[src/rtl/pwm_slice_pkg.sv]
package pwm_slice_pkg;
  localparam int ADDR_W = 3;
  localparam int DATA_W = 32;

  localparam logic [ADDR_W-1:0] A_CTRL = 3'd0;
  localparam logic [ADDR_W-1:0] A_DIV  = 3'd1;
  localparam logic [ADDR_W-1:0] A_CNT  = 3'd2;
  localparam logic [ADDR_W-1:0] A_CMP  = 3'd3;
  localparam logic [ADDR_W-1:0] A_TOP  = 3'd4;
  localparam logic [ADDR_W-1:0] A_IRAW = 3'd5;
  localparam logic [ADDR_W-1:0] A_IEN  = 3'd6;
  localparam logic [ADDR_W-1:0] A_IFRC = 3'd7;

  // bit order is software visible
  typedef struct packed {
    logic       adv;
    logic       ret;
    logic [1:0] mode;
    logic       inv_b;
    logic       inv_a;
    logic       pc;
    logic       en;
  } ctrl_t;

  localparam int CTRL_W = $bits(ctrl_t);
endpackage

[src/rtl/pwm_frac_div.sv]
module pwm_frac_div #(
  parameter int INT_W  = 8,
  parameter int FRAC_W = 4
) (
  input  logic              clk_i,
  input  logic              rst_ni,
  input  logic              en_i,
  input  logic [INT_W-1:0]  int_i,
  input  logic [FRAC_W-1:0] frac_i,
  output logic              tick_o
);
  localparam int ACC_W = INT_W + FRAC_W + 1;
  localparam int ONE_I = 1 << FRAC_W;
  localparam logic [ACC_W:0] ONE = ONE_I[ACC_W:0];

  logic [ACC_W-1:0] acc_q;
  logic [ACC_W:0]   eff, sum;

  // integer part 0 stands for 2**INT_W
  assign eff    = {1'b0, (int_i == '0), int_i, frac_i};
  assign sum    = {1'b0, acc_q} + ONE;
  assign tick_o = en_i && (sum >= eff);

  always_ff @(posedge clk_i or negedge rst_ni) begin
    if (!rst_ni)     acc_q <= '0;
    else if (!en_i)  acc_q <= '0;
    else if (tick_o) acc_q <= ACC_W'(sum - eff);
    else             acc_q <= ACC_W'(sum);
  end

  AST_TICK_GAP: assert property (@(posedge clk_i) disable iff (!rst_ni)
    (tick_o && eff >= (ONE << 1) && {1'b0, acc_q} < eff) |=> (!tick_o || eff != $past(eff)));
endmodule

[src/rtl/pwm_counter.sv]
module pwm_counter #(
  parameter int CNT_W = 16
) (
  input  logic             clk_i,
  input  logic             rst_ni,
  input  logic             en_i,
  input  logic             pc_i,
  input  logic             step_i,
  input  logic [CNT_W-1:0] top_i,
  input  logic             ld_i,
  input  logic [CNT_W-1:0] ld_val_i,
  output logic [CNT_W-1:0] cnt_o,
  output logic             wrap_o
);
  logic [CNT_W-1:0] cnt_q, cnt_d;
  logic             down_q, down_d, wrap;

  always_comb begin
    cnt_d  = cnt_q;
    down_d = down_q;
    wrap   = 1'b0;
    if (!en_i) begin
      down_d = 1'b0;
    end else if (step_i) begin
      if (!pc_i) begin
        if (cnt_q >= top_i) begin
          cnt_d = '0;
          wrap  = 1'b1;
        end else begin
          cnt_d = cnt_q + 1'b1;
        end
      end else if (!down_q) begin
        if (cnt_q >= top_i) begin
          down_d = 1'b1;
          cnt_d  = (cnt_q != '0) ? cnt_q - 1'b1 : '0;
        end else begin
          cnt_d = cnt_q + 1'b1;
        end
      end else begin
        if (cnt_q == '0) begin
          down_d = 1'b0;
          wrap   = 1'b1;
          cnt_d  = (top_i != '0) ? CNT_W'(1) : '0;
        end else begin
          cnt_d = cnt_q - 1'b1;
        end
      end
    end
    if (ld_i) cnt_d = ld_val_i;
  end

  always_ff @(posedge clk_i or negedge rst_ni) begin
    if (!rst_ni) begin
      cnt_q  <= '0;
      down_q <= 1'b0;
    end else begin
      cnt_q  <= cnt_d;
      down_q <= down_d;
    end
  end

  assign cnt_o  = cnt_q;
  assign wrap_o = wrap && !ld_i;

  AST_UP_WRAP: assert property (@(posedge clk_i) disable iff (!rst_ni)
    (en_i && !pc_i && step_i && !ld_i && cnt_q >= top_i) |=> (cnt_q == '0));
  AST_PC_STEP: assert property (@(posedge clk_i) disable iff (!rst_ni)
    (en_i && pc_i && step_i && !ld_i && top_i != '0 && cnt_q <= top_i)
    |=> (cnt_q == CNT_W'($past(cnt_q) + 1'b1) || cnt_q == CNT_W'($past(cnt_q) - 1'b1)));
endmodule

[src/rtl/pwm_compare.sv]
module pwm_compare #(
  parameter int CNT_W = 16,
  parameter int N_CH  = 2
) (
  input  logic [CNT_W-1:0]            cnt_i,
  input  logic [N_CH-1:0][CNT_W-1:0]  cmp_i,
  input  logic [N_CH-1:0]             inv_i,
  output logic [N_CH-1:0]             out_o
);
  for (genvar g = 0; g < N_CH; g++) begin : g_ch
    assign out_o[g] = (cnt_i < cmp_i[g]) ^ inv_i[g];
  end
endmodule

[src/rtl/pwm_slice.sv]
module pwm_slice
  import pwm_slice_pkg::*;
#(
  parameter int CNT_W      = 16,
  parameter int DIV_INT_W  = 8,
  parameter int DIV_FRAC_W = 4
) (
  input  logic              clk_i,
  input  logic              rst_ni,
  input  logic              wr_en_i,
  input  logic [ADDR_W-1:0] addr_i,
  input  logic [DATA_W-1:0] wdata_i,
  output logic [DATA_W-1:0] rdata_o,
  output logic              pwm_a_o,
  output logic              pwm_b_o,
  output logic              irq_o
);
  localparam int N_CH  = 2;
  localparam int DIV_W = DIV_INT_W + DIV_FRAC_W;
  localparam logic [DIV_INT_W-1:0] INT_RST = DIV_INT_W'(1);

  ctrl_t                         ctrl_q;
  logic [DIV_INT_W-1:0]          div_int_q;
  logic [DIV_FRAC_W-1:0]         div_frac_q;
  logic [N_CH-1:0][CNT_W-1:0]    cmp_sh_q, cmp_act_q;
  logic [CNT_W-1:0]              top_sh_q, top_act_q;
  logic                          iraw_q, ien_q, ifrc_q;
  logic [CNT_W-1:0]              cnt;
  logic                          tick, step, wrap, ld_act;
  logic                          wr_ctrl, wr_div, wr_cnt, wr_cmp, wr_top;
  logic                          wr_iraw, wr_ien, wr_ifrc;
  logic [N_CH-1:0]               pwm;
  ctrl_t                         ctrl_w;

  assign wr_ctrl = wr_en_i && addr_i == A_CTRL;
  assign wr_div  = wr_en_i && addr_i == A_DIV;
  assign wr_cnt  = wr_en_i && addr_i == A_CNT;
  assign wr_cmp  = wr_en_i && addr_i == A_CMP;
  assign wr_top  = wr_en_i && addr_i == A_TOP;
  assign wr_iraw = wr_en_i && addr_i == A_IRAW;
  assign wr_ien  = wr_en_i && addr_i == A_IEN;
  assign wr_ifrc = wr_en_i && addr_i == A_IFRC;
  assign ctrl_w  = ctrl_t'(wdata_i[CTRL_W-1:0]);

  pwm_frac_div #(.INT_W(DIV_INT_W), .FRAC_W(DIV_FRAC_W)) u_div (
    .clk_i  (clk_i),
    .rst_ni (rst_ni),
    .en_i   (ctrl_q.en),
    .int_i  (div_int_q),
    .frac_i (div_frac_q),
    .tick_o (tick)
  );

  // retard swallows a tick; advance fills an idle clock
  assign step = (tick && !ctrl_q.ret) || (ctrl_q.adv && !tick);

  pwm_counter #(.CNT_W(CNT_W)) u_cnt (
    .clk_i    (clk_i),
    .rst_ni   (rst_ni),
    .en_i     (ctrl_q.en),
    .pc_i     (ctrl_q.pc),
    .step_i   (step),
    .top_i    (top_act_q),
    .ld_i     (wr_cnt),
    .ld_val_i (wdata_i[CNT_W-1:0]),
    .cnt_o    (cnt),
    .wrap_o   (wrap)
  );

  pwm_compare #(.CNT_W(CNT_W), .N_CH(N_CH)) u_cmp (
    .cnt_i (cnt),
    .cmp_i (cmp_act_q),
    .inv_i ({ctrl_q.inv_b, ctrl_q.inv_a}),
    .out_o (pwm)
  );

  assign pwm_a_o = pwm[0];
  assign pwm_b_o = pwm[1];
  assign irq_o   = (iraw_q && ien_q) || ifrc_q;
  assign ld_act  = !ctrl_q.en || wrap;

  always_ff @(posedge clk_i or negedge rst_ni) begin
    if (!rst_ni) begin
      ctrl_q <= '0;
    end else if (wr_ctrl) begin
      ctrl_q     <= ctrl_w;
      ctrl_q.adv <= ctrl_w.adv && ctrl_w.en;
      ctrl_q.ret <= ctrl_w.ret && ctrl_w.en;
    end else begin
      if (ctrl_q.adv && !tick) ctrl_q.adv <= 1'b0;
      if (ctrl_q.ret && tick)  ctrl_q.ret <= 1'b0;
    end
  end

  always_ff @(posedge clk_i or negedge rst_ni) begin
    if (!rst_ni) begin
      div_int_q  <= INT_RST;
      div_frac_q <= '0;
      cmp_sh_q   <= '0;
      top_sh_q   <= '1;
    end else begin
      if (wr_div) {div_int_q, div_frac_q} <= wdata_i[DIV_W-1:0];
      if (wr_cmp) cmp_sh_q <= wdata_i[N_CH*CNT_W-1:0];
      if (wr_top) top_sh_q <= wdata_i[CNT_W-1:0];
    end
  end

  // active copies reload at a period boundary or while stopped
  always_ff @(posedge clk_i or negedge rst_ni) begin
    if (!rst_ni) begin
      cmp_act_q <= '0;
      top_act_q <= '1;
    end else if (ld_act) begin
      cmp_act_q <= cmp_sh_q;
      top_act_q <= top_sh_q;
    end
  end

  always_ff @(posedge clk_i or negedge rst_ni) begin
    if (!rst_ni) begin
      iraw_q <= 1'b0;
      ien_q  <= 1'b0;
      ifrc_q <= 1'b0;
    end else begin
      if (wrap)                       iraw_q <= 1'b1;
      else if (wr_iraw && wdata_i[0]) iraw_q <= 1'b0;
      if (wr_ien)  ien_q  <= wdata_i[0];
      if (wr_ifrc) ifrc_q <= wdata_i[0];
    end
  end

  always_comb begin
    rdata_o = '0;
    case (addr_i)
      A_CTRL:  rdata_o[CTRL_W-1:0]      = ctrl_q;
      A_DIV:   rdata_o[DIV_W-1:0]       = {div_int_q, div_frac_q};
      A_CNT:   rdata_o[CNT_W-1:0]       = cnt;
      A_CMP:   rdata_o[N_CH*CNT_W-1:0]  = cmp_sh_q;
      A_TOP:   rdata_o[CNT_W-1:0]       = top_sh_q;
      A_IRAW:  rdata_o[0]               = iraw_q;
      A_IEN:   rdata_o[0]               = ien_q;
      default: rdata_o[0]               = ifrc_q;
    endcase
  end

  AST_SHADOW_HOLD: assert property (@(posedge clk_i) disable iff (!rst_ni)
    (ctrl_q.en && !wrap) |=> ($stable(cmp_act_q) && $stable(top_act_q)));
  AST_ADV_CLEAR: assert property (@(posedge clk_i) disable iff (!rst_ni)
    (ctrl_q.adv && !tick && !wr_ctrl) |=> !ctrl_q.adv);
  AST_RET_CLEAR: assert property (@(posedge clk_i) disable iff (!rst_ni)
    (ctrl_q.ret && tick && !wr_ctrl && !wr_cnt) |=> (!ctrl_q.ret && $stable(cnt)));
  AST_IRQ_SET: assert property (@(posedge clk_i) disable iff (!rst_ni)
    wrap |=> iraw_q);
endmodule

[config.mk]
export PLATFORM = sky130hd
export DESIGN_NAME = pwm_slice
export DESIGN_NICKNAME = d
export VERILOG_FILES = /design/src/rtl/pwm_slice_pkg.sv /design/src/rtl/pwm_frac_div.sv /design/src/rtl/pwm_counter.sv /design/src/rtl/pwm_compare.sv /design/src/rtl/pwm_slice.sv
export SDC_FILE = /design/constraint.sdc
export NUM_CORES = 1
export LEC_CHECK = 0
export BUFFER_PORTS_ARGS = -buffer_cell sky130_fd_sc_hd__buf_2
export CORE_MARGIN = 5
export CORE_UTILIZATION = 50
export CTS_BUF_LIST = sky130_fd_sc_hd__clkbuf_8
export CTS_CLUSTER_DIAMETER = 100
export DETAILED_ROUTE_END_ITERATION = 8
export PLACE_DENSITY = 0.66
export SYNTH_ARGS = -nofsm -noshare
export SYNTH_HDL_FRONTEND = slang
export SYNTH_HIERARCHICAL = 1
export SYNTH_SLANG_ARGS = --single-unit
[constraint.sdc]
create_clock -name clk_i -period 6.31 [get_ports clk_i]
set_input_delay 0.3155 -clock clk_i [delete_from_list [all_inputs] [get_ports clk_i]]
set_output_delay 0.3155 -clock clk_i [all_outputs]
set_load 0.05 [all_outputs]
Yosys cells after proc, flatten, opt, wreduce, memory -nomap -nowiden. Index checks and enable logic that the tools add are counted.

Register bits: 149. Input port bits: 38. Output and inout bits: 35. Logic and storage cells: 109.

Add/subtract/negate cells: 4. $lt $le $gt $ge: 4. Equal/unequal tests: 9. Mux-type cells: 33. Bitwise operators: 2. Reduce and logical (&&, ||, !) cells: 36.

Operators by type and width (count): 16-bit two-way mux (10); 7-bit case mux with 5 select lines (1); 16-bit less-than comparator (2); 16-bit nonzero test (2); 13-bit two-way mux (2); 1-bit logical AND (17); 16-bit by 1-bit adder with 16-bit output (second input constant) (1); 16-bit >= comparator (1); 16-bit zero test (1); 1-bit two-way mux (16); 4-bit case mux with 4 select lines (1); 16-bit by 1-bit subtractor with 16-bit output (second input constant) (1); 13-bit by 5-bit adder with 14-bit output (second input constant) (1); 14-bit by 13-bit >= comparator with 1-bit output (1); 13-bit subtractor (1); 3-bit == test (second input constant) (4); 4-bit case mux with 3 select lines (1); 2-bit nonzero test (5); 8-bit zero test (1); 1-bit case mux with 7 select lines (1); 3-bit by 2-bit == test with 1-bit output (second input constant) (2); 1-bit zero test (4); 2-bit by 1-bit != test with 1-bit output (second input constant) (2); 2-bit AND reduction (2); other kinds (5) (8).

Depth between registers and ports, before layout. Gate-level depths: netlist of the first run.

Word-level depth: 10. Mapped depth: 19.

By module. Netlist of the first run, hierarchy kept.

Modules (own cells, without submodules): pwm_slice (instances 1, cells an instance 381, area an instance 5320.1 um^2, seq. area each 3019.1 um^2); pwm_counter (instances 1, cells an instance 274, area an instance 2040.7 um^2, seq. area each 425.4 um^2); pwm_frac_div (instances 1, cells an instance 161, area an instance 1345.0 um^2, seq. area each 325.3 um^2); pwm_compare (instances 1, cells an instance 107, area an instance 810.8 um^2, seq. area each 0.0 um^2).

Worst setup path after synthesis of the first run. No wires, ideal clock.

Path type: register to register. Start: register u_div.acc_q[4]. End: register cmp_act_q[0] in the netlist's numbering. Library setup time: 125 ps. Arrival: 3588 ps. Data required time: 6185 ps. Path slack: 2597 ps. Stages on the path, launching flop included: 19. Path buffers: 3. Clock period less this slack: 3713 ps. Path through: dfrtp_1 ha_1 nand3_1 xnor2_1 ha_1 nand3_2 o41ai_1 nor2_1 a21oi_2 buf_4 and2_1 mux2i_1 and2_1 nand2_1 nor2_1 nor2b_1 buf_2 buf_2 mux2_2.

Cells in the longest elaborated chain, start to end: 10. Elaborated cells on any way between the ends: 11. Classes of those cells: add/sub (1); order compare (1); mux (2); reduce/logical (7).

RTL lines: from (decl) (line pwm_frac_div.sv:16) `logic [ACC_W-1:0] acc_q;`; from (signal assigned) (line pwm_frac_div.sv:27) `else if (tick_o) acc_q <= ACC_W'(sum - eff);`; from (signal assigned) (line pwm_frac_div.sv:28) `else acc_q <= ACC_W'(sum);`; 13-bit by 5-bit adder with 14-bit output * (line pwm_frac_div.sv:21) `assign sum = {1'b0, acc_q} + ONE;`; 14-bit by 13-bit >= comparator with 1-bit output * (line pwm_frac_div.sv:22) `assign tick_o = en_i && (sum >= eff);`; 1-bit logical AND * (line pwm_frac_div.sv:22); via tick (line pwm_slice.sv:29) `logic tick, step, wrap, ld_act;`; 1-bit zero test (line pwm_slice.sv:55) `assign step = (tick && !ctrl_q.ret) || (ctrl_q.adv && !tick);`; 1-bit logical AND (line pwm_slice.sv:55); 1-bit logical OR * (line pwm_slice.sv:55); via step (line pwm_slice.sv:29); 1-bit two-way mux * (line pwm_counter.sv:24) `end else if (step_i) begin`; 1-bit two-way mux * (line pwm_counter.sv:22) `if (!en_i) begin`; 1-bit logical AND * (line pwm_counter.sv:63) `assign wrap_o = wrap && !ld_i;`; via wrap (line pwm_slice.sv:29); 1-bit logical OR * (line pwm_slice.sv:80) `assign ld_act = !ctrl_q.en || wrap;`; to (signal assigned) (line pwm_slice.sv:114) `cmp_act_q <= cmp_sh_q;`; to (decl) (line pwm_slice.sv:25) `logic [N_CH-1:0][CNT_W-1:0] cmp_sh_q, cmp_act_q;`.

Mark *: on every way through the listed nets, which the timed path passes. The rest lies on a longest branch. A chain may end at the register's enable or synchronous reset.

Worst setup path in the final report of the first run.
Start: register u_div.acc_q[4]. End: register cmp_act_q[7] in the netlist's numbering.

Same word-level chain as after synthesis.

==> results of run 1 <==
==> cells in the mapped netlist, drive strengths merged (6+ instances only) <==
cell type	n
a21oi	47
dfstp	33
o21a	6
a211oi	8
nand4	12
mux2	116
nor2b	16
buf	23
nand2	53
xor2	10
or3	9
nor2	57
clkbuf	14
inv	76
and2	21
xnor2	11
o21ai	41
ha	63
mux2i	32
nand2b	11
nor4	14
nor3	21
o22ai	7
nand3	26
dfrtp	116
==> metrics by stage <==
stage                     hold WS [ps]   util  setup slack [ps]
after floorplan                   19.9      -              2600
after global placement             394  0.536              1800
after detailed placement           396  0.536              1600
after CTS                         42.6  0.558              1550
after global routing              26.1  0.558              1190
final                             79.5  0.558              1520
==> registers in the layout (all words and copies together) (netlist names), 4 cells and up <==
signal,flops
div_int_q,8
u_div/acc_q,13
ctrl_q,8
u_cnt/cnt_o,16
div_frac_q,4
top_sh_q,16
cmp_act_q,32
top_act_q,16
cmp_sh_q,32
==> logic make-up (layout without fill, tap and decap cells) <==
logic type | Yosys count | count (layout)
AOI/OAI and AO/OA | 169 | 169
xor gates and xnor gates | 21 | 21
adders and majority gates | 64 | 64
buffers and inverters | 113 | 187
DFF | 149 | 149
muxes | 149 | 149
and+or+nand+nor | 258 | 258
==> report_power, final <==
group          total (mW)  switching [mW]  internal, mW
sequential           1.68           0.374          1.31
clock               0.758           0.396         0.362
combinational        2.21            1.25         0.964
==> final cells by class <==
type,instances,area [µm²],area share
clock inverters,15,170,0.0163
multi-input cells,661,5270,0.504
inverters,76,285,0.0273
well taps,234,293,0.0280
flip-flops and latches,149,3770,0.361
repair buffers,79,422,0.0404
clock buffers,17,234,0.0224
==> path summary, 6_finish.rpt <==
path / from / endpoint / slack, ps / cells past startpoint
setup / recovery: u_div/acc_q[4]$_DFF_PN0_ / cmp_act_q[7]$_DFFE_PN0P_ / 1520 / 17
hold reg to reg: cmp_act_q[11]$_DFFE_PN0P_ / cmp_act_q[11]$_DFFE_PN0P_ / 510 / 1
setup reg to reg: u_div/acc_q[4]$_DFF_PN0_ / cmp_act_q[7]$_DFFE_PN0P_ / 1520 / 17
min in group asynchronous: rst_ni / u_cnt/cnt_o[10]$_DFFE_PN0P_ / 460 / 2
max in group asynchronous: rst_ni / cmp_act_q[6]$_DFFE_PN0P_ / 4400 / 3
hold / removal: wdata_i[26] / cmp_sh_q[26]$_DFFE_PN0P_ / 80 / 2
==> per-layer routing <==
layer / part of all wire / up-vias / wire (µm) / GRT usage
met1: 0.48 / 3513 / 11500 / 0.330
met3: 0.058 / 31 / 1380 / 0.0478
met4: 0.021 / 0 / 499 / 0.0633
met2: 0.44 / 222 / 10500 / 0.329
li1: - / 3431 / - / -
met5: 0 / - / 0 / 0
==> worst reg2reg max path: stages, from the launching register on <==
cell and delay, ps:
dfrtp_1 410, nand3_1 140, nor2_1 300, nand3_1 140, xnor2_1 200, ha_1 310
a21oi_1 310, o41ai_1 140, nor2_1 140, a21oi_2 70, and2_1 200, mux2i_1 190
and2_1 320, nand2_1 210, nor2_1 120, nor2b_4 570, buf_4 490, mux2_2 400
==> placed cells by master (no fill, tap or decap), types with 15 or more instances in the layout <==
cell type / netlist / layout
dfrtp_1: 116 / 116
mux2_2: 88 / 88
inv_1: 76 / 77
buf_2: 10 / 71
ha_1: 63 / 63
nor2_1: 56 / 56
nand2_1: 53 / 53
a21oi_1: 44 / 44
o21ai_0: 37 / 37
dfstp_2: 33 / 33
mux2i_1: 32 / 32
mux2_4: 28 / 28
nand3_1: 25 / 25
and2_1: 21 / 21
nor3_1: 20 / 19
clkbuf_8: 0 / 17
nor2b_1: 16 / 15
==> repair_timing <==
| item | CTS | global route |
|---|---|---|
| hold buffers | 1 | 0 |
| hold endpoints to repair | 58 | 0 |
| endpoints found under the setup margin | 0 | 0 |
==> reports/qor.yml, run 1 <==
status:
  outcome: "finished clean"
power:
  total_power_mw: 4.65
  vdd.ir_drop.worst_mv: 0.231
  leakage_nw: 4.80
  power.density_mw_per_mm2: 445
sta:
  setup_viol_count_final: 0
  fin_crit_sh: 0.759
  unrepaired_setup_endpoints_after_global_routing: "false"
  fin_setup_tns_ps: 0
  slew_headroom: 0.223
  timing.final.crit_period_ps: 4790
  achievable_freq_mhz: 209
  report.final.hold_viol_count: 0
  worst-slew-pin-transition_ps: 1170
  finalClockSkew_ps: 14.5
  timing.final.max_slew_violations: 0
setup_path:
  crit_path_max_incr_delay_ps: 570
  worstPathMaxFanout: 29
  critPathRequiredTime_ps: 6650
  crit_type: "flop to flop"
  setup.worst_path.end_class: "flop"
  critical_path_launch_point_type: "flop"
  cp_top_family: "simple AND/OR/NAND/NOR gates"
  crit_path_most_repeated_cell: "nor2_1"
  worstPathCellList: "nand3_1 -> nor2_1 -> nand3_1 -> xnor2_1 -> ha_1 -> a21oi_1 -> o41ai_1 -> nor2_1 -> a21oi_2 -> and2_1 -> mux2i_1 -> and2_1 -> nand2_1 -> nor2_1 -> nor2b_4 -> buf_4 -> mux2_2"
  worstPathBufferInverterCount: 1
  critical-path-slowest-cell: "nor2b_4"
  cp.arrival_ps: 5130
yosys:
  yosysTopAreaCell: "dfrtp_1"
  cell_area_synth_mm2: 0.00952
  leading_cell_types_by_total_area_after_synthesis: "dfrtp_1 31%, mux2_2 10%, dfstp_2 9.1%"
  number_of_distinct_library_cells_after_synthesis: 79
  yosys.area_share.simple: 0.141
  synth-adder-area-share: 0.0849
  async_set_or_reset_register_ratio_after_synthesis: 1.00
  number_of_warnings_printed_during_yosys_synthesis: 6
  synthMuxAreaShare: 0.184
  ys_seq_elements: 149
  synthXorXnorAreaFrac: 0.0193
  number_of_enable_type_register_cells_in_the_synthesized_netlist: 0
  synth_ff_type: "dfrtp_1"
  post-synth-top-area-fraction: 0.305
  synth.avg_cell_area_um2: 10.3
  synthCells: 923
  synth.net_count: 1025
  synth_top_family_by_area: "multiplexers"
  synth_compound_gate_area_share: 0.122
  synth-seq-area-share: 0.396
grt:
  global_route_wire_length_before_repair_um: 38500
  pin_count_of_the_biggest_net_entering_global_routing: 76
  gr-usage-all-layers: 0.223
  first_global_vias: 7008
  initial_antenna_violation_count: 0
  total_grt_overflow: 0
placed_design:
  hpwl_um: 17400
  port_buffer_count: 72
  place_inst: 1198
  detailed_place.area_mm2: 0.0100
  gp_congestion: 0.889
clocking:
  clock_sinks: 149
  cts_setup_buffers: 0
  cts_htree_levels: 4
  clockRootBuffer: "clkbuf_8"
  cts_max_path_buffers: 2
  insertion_delay_ps: 460
  tritoncts.num_buffers: 17
  clock_tree_from_tritoncts: "done"
  clk_pin_slew_ps: 90
  cts_resized: 0
drt:
  antenna_left: 0
  vias_per_cell: 5.85
  via_count: 7197
  drt-initial-drc-count: 528
  drt_drc: 0
  detail_route.first_pass.iterations: 5
  routed_wire_length_per_instance_um: 19.4
  routed_wirelength_um: 23800
hold_path:
  holdCritPathClass: "input pin to flop"
floorplan:
  initial_standard_cell_utilization_of_the_core: 0.509
  die_height_um: 148
  coreArea_mm2: 0.0187
  rows: 50
  area_of_the_die_mm2: 0.0219
  floorplan.die.width_um: 148
  design.portCount: 73
run:
  number_of_max_cap_violations: 0
finish:
  drive_gt1_frac: 0.283
  area_delta_synth_final_pct: 9.72
  n_fill_cell: 1660
  antenna_cells: 0
  finalInstanceArea_mm2: 0.0104
  total_number_of_nets_in_the_final_design: 1086
  layout.cells.non_filler: 1231
(Power assumes the default switching activity.)
==> inputs of run 2 (changes only) <==
--- a/config.mk
+++ b/config.mk
@@ -5,13 +5,14 @@
 export SDC_FILE = /design/constraint.sdc
 export NUM_CORES = 1
 export LEC_CHECK = 0
+export ABC_AREA = 1
 export BUFFER_PORTS_ARGS = -buffer_cell sky130_fd_sc_hd__buf_2
 export CORE_MARGIN = 5
 export CORE_UTILIZATION = 50
 export CTS_BUF_LIST = sky130_fd_sc_hd__clkbuf_8
 export CTS_CLUSTER_DIAMETER = 100
 export DETAILED_ROUTE_END_ITERATION = 8
-export PLACE_DENSITY = 0.66
+export PLACE_DENSITY = 0.69
 export SYNTH_ARGS = -nofsm -noshare
 export SYNTH_HDL_FRONTEND = slang
 export SYNTH_HIERARCHICAL = 1
==> constraint.sdc (replaced) <==
create_clock -name clk_i -period 4 [get_ports clk_i]
set_input_delay 0.2 -clock clk_i [delete_from_list [all_inputs] [get_ports clk_i]]
set_output_delay 0.2 -clock clk_i [all_outputs]
set_load 0.05 [all_outputs]
==> reports/qor.yml, run 2 <==
yosys:
  leading_cell_types_by_total_area_after_synthesis: "dfrtp_1 29%, nand2_1 15%, dfstp_2 8.6%"  # was dfrtp_1 31%, mux2_2 10%, dfstp_2 9.1%
  netlist_top_cells_count: "416 x nand2_1, 203 x inv_1, 116 x dfrtp_1, 110 x nor2_1, 78 x nand3_1"  # was 116 x dfrtp_1, 88 x mux2_2, 76 x inv_1, 63 x ha_1, 56 x nor2_1
  ys_seq_elements: 149  # unchanged
  synthXorXnorAreaFrac: 0.0234  # was 0.0193
  cell_area_synth_mm2: 0.0101  # was 0.00952 mm²
  synth-seq-area-share: 0.373  # was 0.396
  number_of_distinct_library_cells_after_synthesis: 44  # was 79
  synthCells: 1382  # was 923
  synthMuxAreaShare: 0.0290  # was 0.184
  async_set_or_reset_register_ratio_after_synthesis: 1.00  # unchanged
  synth_compound_gate_area_share: 0.0728  # was 0.122
  synth_ff_type: "dfrtp_1"  # unchanged
  synth.avg_cell_area_um2: 7.32  # was 10.3 µm²
  synth-adder-area-share: 0.0800  # was 0.0849
  number_of_enable_type_register_cells_in_the_synthesized_netlist: 0  # unchanged
  synth.net_count: 1484  # was 1025
  post-synth-top-area-fraction: 0.287  # was 0.305
  count_leader_synth: "nand2_1"  # was dfrtp_1
  synth_top_family_by_area: "simple AND/OR/NAND/NOR gates"  # was multiplexers
  yosysTopAreaCell: "dfrtp_1"  # unchanged
  yosys.area_share.simple: 0.319  # was 0.141
  number_of_warnings_printed_during_yosys_synthesis: 6  # unchanged
power:
  switchingPower_mw: 3.58  # was 2.02 mW
  pwr-share-clk: 0.159  # was 0.163
  power.internal_mw: 3.94  # was 2.63 mW
  power.density_mw_per_mm2: 650  # was 445 mW/mm²
  leakage_nw: 6.31  # was 4.80 nW
  total_power_mw: 7.52  # was 4.65 mW
  sequentialPowerShare: 0.317  # was 0.361
  power.combinational.fraction: 0.524  # was 0.476
  switching_share_of_total_power: 0.476  # was 0.434
  vdd.ir_drop.worst_mv: 0.238  # was 0.231 mV
finish:
  layout.cells.non_filler: 1758  # was 1231
  final_common_cell: "nand2_1"  # was dfrtp_1
  drive_gt1_frac: 0.179  # was 0.283
  area_delta_synth_final_pct: 14.4  # was 9.72%
  commonest_cells_after_routing_fill_and_taps_aside: "412 x nand2_1, 202 x inv_1, 116 x dfrtp_1"  # was 116 x dfrtp_1, 88 x mux2_2, 77 x inv_1
  total_number_of_nets_in_the_final_design: 1577  # was 1086
  largestRegisters: "cmp_act_q x32, cmp_sh_q x32"  # unchanged
  antenna_cells: 0  # unchanged
sta:
  achievable_freq_mhz: 263  # was 209 MHz
  timing.final.max_slew_violations: 0  # unchanged
  fin_crit_sh: 0.949  # was 0.759
  setup_viol_count_final: 0  # unchanged
  fin_setup_tns_ps: 0  # unchanged
  timing.final.crit_period_ps: 3800  # was 4790 ps
  worst-slew-pin-transition_ps: 1020  # was 1170 ps
  worst_slack_ps: 205  # was 1520 ps
  slew_headroom: 0.317  # was 0.223
  finalClockSkew_ps: 18.3  # was 14.5 ps
  report.final.hold_viol_count: 0  # unchanged
clocking:
  clock_tree_from_tritoncts: "done"  # unchanged
  clock_sinks: 149  # unchanged
  clk_pin_slew_ps: 100  # was 90 ps
  cts_htree_levels: 4  # unchanged
  cts_max_path_buffers: 2  # unchanged
  insertion_delay_ps: 460  # about the same
  tritoncts.num_buffers: 17  # unchanged
  clockRootBuffer: "clkbuf_8"  # unchanged
run:
  number_of_max_cap_violations: 0  # unchanged
grt:
  initial_antenna_violation_count: 0  # unchanged
  gr-usage-all-layers: 0.240  # was 0.223
  globalRouteMet3Util: 0.0486  # was 0.0478
  first_global_vias: 8716  # was 7008
  grt.met1_usage: 0.333  # was 0.330
  global_route_wire_length_before_repair_um: 45200  # was 38500 µm
  highest_utilization_routing_layer_at_the_global_route_stage: "met2"  # was met1
  total_grt_overflow: 0  # unchanged
  pin_count_of_the_biggest_net_entering_global_routing: 88  # was 76
  grtUsageMet2: 0.385  # was 0.329
setup_path:
  crit_path_most_repeated_cell: "inv_1"  # was nor2_1
  setup.worst_path.end_class: "flop"  # unchanged
  critical_path_launch_point_type: "flop"  # unchanged
  crit_type: "flop to flop"  # unchanged
  critical-path-slowest-cell: "dfrtp_1"  # was nor2b_4
  worstPathMaxFanout: 13  # was 29
  cp_top_family: "simple AND/OR/NAND/NOR gates"  # unchanged
  worstPathBufferInverterCount: 9  # was 1
  critPathRequiredTime_ps: 4350  # was 6650 ps
  cp.arrival_ps: 4140  # was 5130 ps
  crit_path_max_incr_delay_ps: 410  # was 570 ps
floorplan:
  rows: 52  # was 50
  initial_standard_cell_utilization_of_the_core: 0.504  # was 0.509
  coreArea_mm2: 0.0200  # was 0.0187 mm²
  design.portCount: 73  # unchanged
  floorplan.die.width_um: 152  # was 148 µm
  die_height_um: 152  # was 148 µm
  area_of_the_die_mm2: 0.0232  # was 0.0219 mm²
placed_design:
  place_inst: 1703  # was 1198
  port_buffer_count: 72  # unchanged
  pre_cts_slack_ps: -284  # was 1600 ps
  hpwl_um: 20500  # was 17400 µm
  gp_congestion: 0.906  # was 0.889
hold_path:
  holdCritPathClass: "input pin to flop"  # unchanged
drt:
  routed_wirelength_um: 28200  # was 23800 µm
  drt_drc: 0  # unchanged
  antenna_left: 0  # unchanged
  detail_route.first_pass.iterations: 5  # unchanged
  via_count: 9245  # was 7197
  drt-initial-drc-count: 593  # was 528
  vias_per_cell: 5.26  # was 5.85
  routed_wire_length_per_instance_um: 16.0  # was 19.4 µm
status:
  outcome: "finished clean"  # unchanged
run 2: cell families (layout without fill, tap and decap cells):
group                      after synthesis  count (layout)
xor gates and xnor gates                27              27
and+or+nand+nor                        718             718
muxes                                   26              26
AOI/OAI and AO/OA                      142             142
DFF                                    149             149
adders and majority gates               64              64
buffers and inverters                  256             362
run 2: per-layer routing:
layer / up-vias / share of wire
li1: 4577 / -
met5: - / 0
met4: 0 / 0.020
met1: 4319 / 0.45
met2: 307 / 0.46
met3: 42 / 0.065
run 2: final timing paths:
kind / cells after the start / slack (ps) / startpoint / to
worst max-delay path: 28 / 200 / u_div/acc_q[5]$_DFF_PN0_ / cmp_act_q[1]$_DFFE_PN0P_
worst max register to register: 28 / 200 / u_div/acc_q[5]$_DFF_PN0_ / cmp_act_q[1]$_DFFE_PN0P_
max in group asynchronous: 3 / 2620 / rst_ni / cmp_act_q[28]$_DFFE_PN0P_
min in group asynchronous: 2 / 360 / rst_ni / u_div/acc_q[3]$_DFFE_PN0P_
worst min register to register: 2 / 480 / cmp_sh_q[20]$_DFFE_PN0P_ / cmp_sh_q[20]$_DFFE_PN0P_
worst min-delay path: 3 / 30 / wdata_i[12] / cmp_sh_q[12]$_DFFE_PN0P_
run 2: final cells by class:
type,instances,area (µm²)
clock inverters,14,143
fillers,1932,8480
well taps,270,338
clock buffers,18,248
multi-input cells,977,5420
inverters,211,800
flip-flops and latches,149,3770
repair buffers,119,842
run 2: through the flow:
stage / utilization / hold slack (ps) / cell area, µm²
after global placement: 0.537 / 335 / 10800
after CTS: 0.566 / 0.486 / 11300
final: 0.577 / 28.5 / 11600
after global routing: 0.577 / 4.72 / 11600
after floorplan: - / -95.6 / 10100
after detailed placement: 0.537 / 335 / 10800
run 2: worst reg2reg max path: cells and delay by family (launching register included):
kind / cells / cell delay, ps
buffers and inverters: 9 / 800
DFF: 1 / 410
and+or+nand+nor: 11 / 1040
AOI/OAI and AO/OA: 4 / 440
muxes: 1 / 340
adders and majority gates: 2 / 470
xor gates and xnor gates: 1 / 180
run 2: repair_timing:
| item | CTS | global route |
|---|---|---|
| setup endpoints to repair | 9 | 57 |
| cloned | 0 | 3 |
| hold buffers | 18 | 0 |
| setup buffers | 0 | 2 |
| hold endpoints to repair | 82 | 0 |
| pin swaps | 0 | 3 |
| resized for setup | 1 | 26 |
run 2: power groups by stage:
stage               Combinational (mW)  Sequential [mW]  Clock (mW)
CTS                               3.77             2.38        1.22
global route                      4.42             2.44        1.29
finish                            3.94             2.38        1.20
global placement                  3.68             2.39           0
detailed placement                3.74             2.40           0
floorplan                         2.89             2.28           0
==> inputs of run 3 (changes only) <==
--- a/config.mk
+++ b/config.mk
@@ -13,6 +13,7 @@
 export CTS_CLUSTER_DIAMETER = 100
 export DETAILED_ROUTE_END_ITERATION = 8
 export PLACE_DENSITY = 0.69
+export RECOVER_POWER = 25
 export SYNTH_ARGS = -nofsm -noshare
 export SYNTH_HDL_FRONTEND = slang
 export SYNTH_HIERARCHICAL = 1
==> reports/qor.yml, run 3 (synthesized netlist as in run 2, its figures left out) <==
clocking:
  clock_tree_from_tritoncts: "done"  # unchanged
  tritoncts.num_buffers: 17  # unchanged
  clockRootBuffer: "clkbuf_8"  # unchanged
  insertion_delay_ps: 460  # about the same
  clock_sinks: 149  # unchanged
  clk_pin_slew_ps: 100  # about the same
  cts_htree_levels: 4  # unchanged
  cts_max_path_buffers: 2  # unchanged
setup_path:
  critical_path_launch_point_type: "flop"  # unchanged
  crit_path_most_repeated_cell: "inv_1"  # unchanged
  worstPathMaxFanout: 13  # unchanged
  critPathRequiredTime_ps: 4350  # about the same
  setup.worst_path.end_class: "flop"  # unchanged
  critical-path-slowest-cell: "dfrtp_1"  # unchanged
  cp.arrival_ps: 4140  # about the same
  crit_path_max_incr_delay_ps: 410  # about the same
  worst-r2r-setup-slack_ps: 200  # about the same
  crit_type: "flop to flop"  # unchanged
  worstRegToRegCells: 28  # unchanged
  crit_reg_reg_startpoint: "u_div/acc_q[5]$_DFF_PN0_"  # unchanged
  reg2reg_to: "cmp_act_q[1]$_DFFE_PN0P_"  # unchanged
drt:
  wl_met2_um: 13000  # about the same
  detail_route.first_pass.iterations: 5  # unchanged
  topRoutingLayerUsed: "met4"  # unchanged
  drt_drc: 0  # unchanged
  drt-initial-drc-count: 595  # was 593
  route.layer.met1.wl_um: 12800  # about the same
  detailroute.wirelength.met3_um: 1840  # about the same
  routed_wire_length_per_instance_um: 16.0  # about the same
  via_count: 9241  # was 9245
  routed_wirelength_um: 28200  # about the same
  vias_per_cell: 5.26  # about the same
  antenna_left: 0  # unchanged
grt:
  gr-usage-all-layers: 0.240  # unchanged
  first_global_vias: 8716  # unchanged
  global_route_wire_length_before_repair_um: 45200  # unchanged
  initial_antenna_violation_count: 0  # unchanged
  total_grt_overflow: 0  # unchanged
  pin_count_of_the_biggest_net_entering_global_routing: 88  # unchanged
placed_design:
  detailed_place.area_mm2: 0.0108  # unchanged
  port_buffer_count: 72  # unchanged
  gp_congestion: 0.906  # unchanged
  hpwl_um: 20500  # unchanged
finish:
  antenna_cells: 0  # unchanged
  commonest_cells_after_routing_fill_and_taps_aside: "412 x nand2_1, 202 x inv_1, 116 x dfrtp_1"  # unchanged
  total_number_of_nets_in_the_final_design: 1577  # unchanged
  drive_gt1_frac: 0.179  # about the same
  largestRegisters: "cmp_act_q x32, cmp_sh_q x32"  # unchanged
  area_delta_synth_final_pct: 14.3  # was 14.4%
  finalInstanceArea_mm2: 0.0116  # about the same
  final_core_utilization: 0.577  # about the same
  final_common_cell: "nand2_1"  # unchanged
floorplan:
  rows: 52  # unchanged
  initial_standard_cell_utilization_of_the_core: 0.504  # unchanged
  coreArea_mm2: 0.0200  # unchanged
  die_height_um: 152  # unchanged
  area_of_the_die_mm2: 0.0232  # unchanged
  floorplan.die.width_um: 152  # unchanged
  design.portCount: 73  # unchanged
sta:
  setup_viol_count_final: 0  # unchanged
  slew_headroom: -0.524  # was 0.317
  worst-slew-pin-transition_ps: 2290  # was 1020 ps
  report.final.hold_viol_count: 0  # unchanged
  timing.final.max_slew_violations: 88  # was 0
  finalClockSkew_ps: 18.3  # about the same
  fin_crit_sh: 0.949  # about the same
  timing.final.crit_period_ps: 3800  # about the same
  achievable_freq_mhz: 263  # about the same
hold_path:
  launch_point_of_the_worst_hold_path: "wdata_i[12]"  # unchanged
  holdCritPathClass: "input pin to flop"  # unchanged
  min_to: "cmp_sh_q[12]$_DFFE_PN0P_"  # unchanged
  min_path_cells: 3  # unchanged
status:
  failed_checks: "max-capacitance violations, max-slew violations"
  outcome: "complete, but fails checks"  # was finished clean
run:
  number_of_max_cap_violations: 1  # was 0
power:
  power.density_mw_per_mm2: 650  # about the same
  vdd.ir_drop.worst_mv: 0.239  # was 0.238 mV
  leakage_nw: 6.30  # was 6.31 nW
-- run 3: worst max-delay path by stage --
stage / slack, ps / endpoint / depth (start not counted) / start
CTS: 10 / cmp_act_q[31]$_DFFE_PN0P_ / 29 / u_div/acc_q[5]$_DFF_PN0_
floorplan: 170 / cmp_act_q[0]$_DFFE_PN0P_ / 27 / u_div/acc_q[4]$_DFF_PN0_
detailed placement: -280 / u_cnt/cnt_o[14]$_DFFE_PN0P_ / 25 / u_div/acc_q[5]$_DFF_PN0_
finish: 200 / cmp_act_q[1]$_DFFE_PN0P_ / 28 / u_div/acc_q[5]$_DFF_PN0_
global placement: -10 / u_cnt/cnt_o[14]$_DFFE_PN0P_ / 27 / u_div/acc_q[4]$_DFF_PN0_
global route: -6 / cmp_act_q[1]$_DFFE_PN0P_ / 28 / u_div/acc_q[4]$_DFF_PN0_
-- run 3: critical path: cells and delay by family, from the launching register on --
family | cells | cell delay (ps)
flip-flops | 1 | 410
XOR/XNOR | 1 | 180
AO/OA/AOI/OAI | 4 | 440
buffers and inverters | 9 | 790
AND/OR/NAND/NOR | 11 | 1040
multiplexers | 1 | 330
adder cells (fa/ha/maj) | 2 | 470
-- run 3: final cells by class --
| cell class | instances | area (µm²) |
|---|---|---|
| tap | 270 | 338 |
| fill | 1935 | 8480 |
| sequential | 149 | 3770 |
| inverter | 211 | 800 |
| multi-input combinational | 977 | 5420 |
| clock buffer | 18 | 248 |
| timing repair buffer | 119 | 835 |
| clock inverter | 14 | 143 |
-- run 3: through the flow --
stage	instances	TNS, ps	power (mW)	hold WS (ps)	setup WS (ps)
5_1_grt	1758	-9.09	8.14	4.72	-5.56
3_3_place_gp	1703	-15.8	6.07	335	-14.0
6_report	1758	0	7.52	28.6	204
2_1_floorplan	1382	0	5.17	-95.6	173
4_1_cts	1753	0	7.36	0.486	11.7
3_5_place_dp	1703	-2450	6.14	335	-284
-- run 3: timing repair --
action                                  4_1_cts  5_1_grt
endpoints found under the setup margin        9       57
gates cloned                                  0        3
pin swaps                                     0        3
endpoints found under the hold margin        82        0
resized for setup                             1       26
buffers inserted                              0        2
hold buffers                                 18        0
-- run 3: report_power, final --
| part | leakage [nW] | internal (mW) | switching [mW] |
|---|---|---|---|
| Clock | 0.200 | 0.528 | 0.667 |
| Combinational | 4.28 | 1.45 | 2.49 |
| Sequential | 1.83 | 1.96 | 0.420 |
| Total | 6.30 | 3.94 | 3.58 |
-- run 3: layer usage --
metal / GRT usage / vias to the layer above
li1: - / 4576
met3: 0.0486 / 40
met2: 0.385 / 313
met4: 0.0672 / 0
met1: 0.333 / 4312
met5: 0 / -
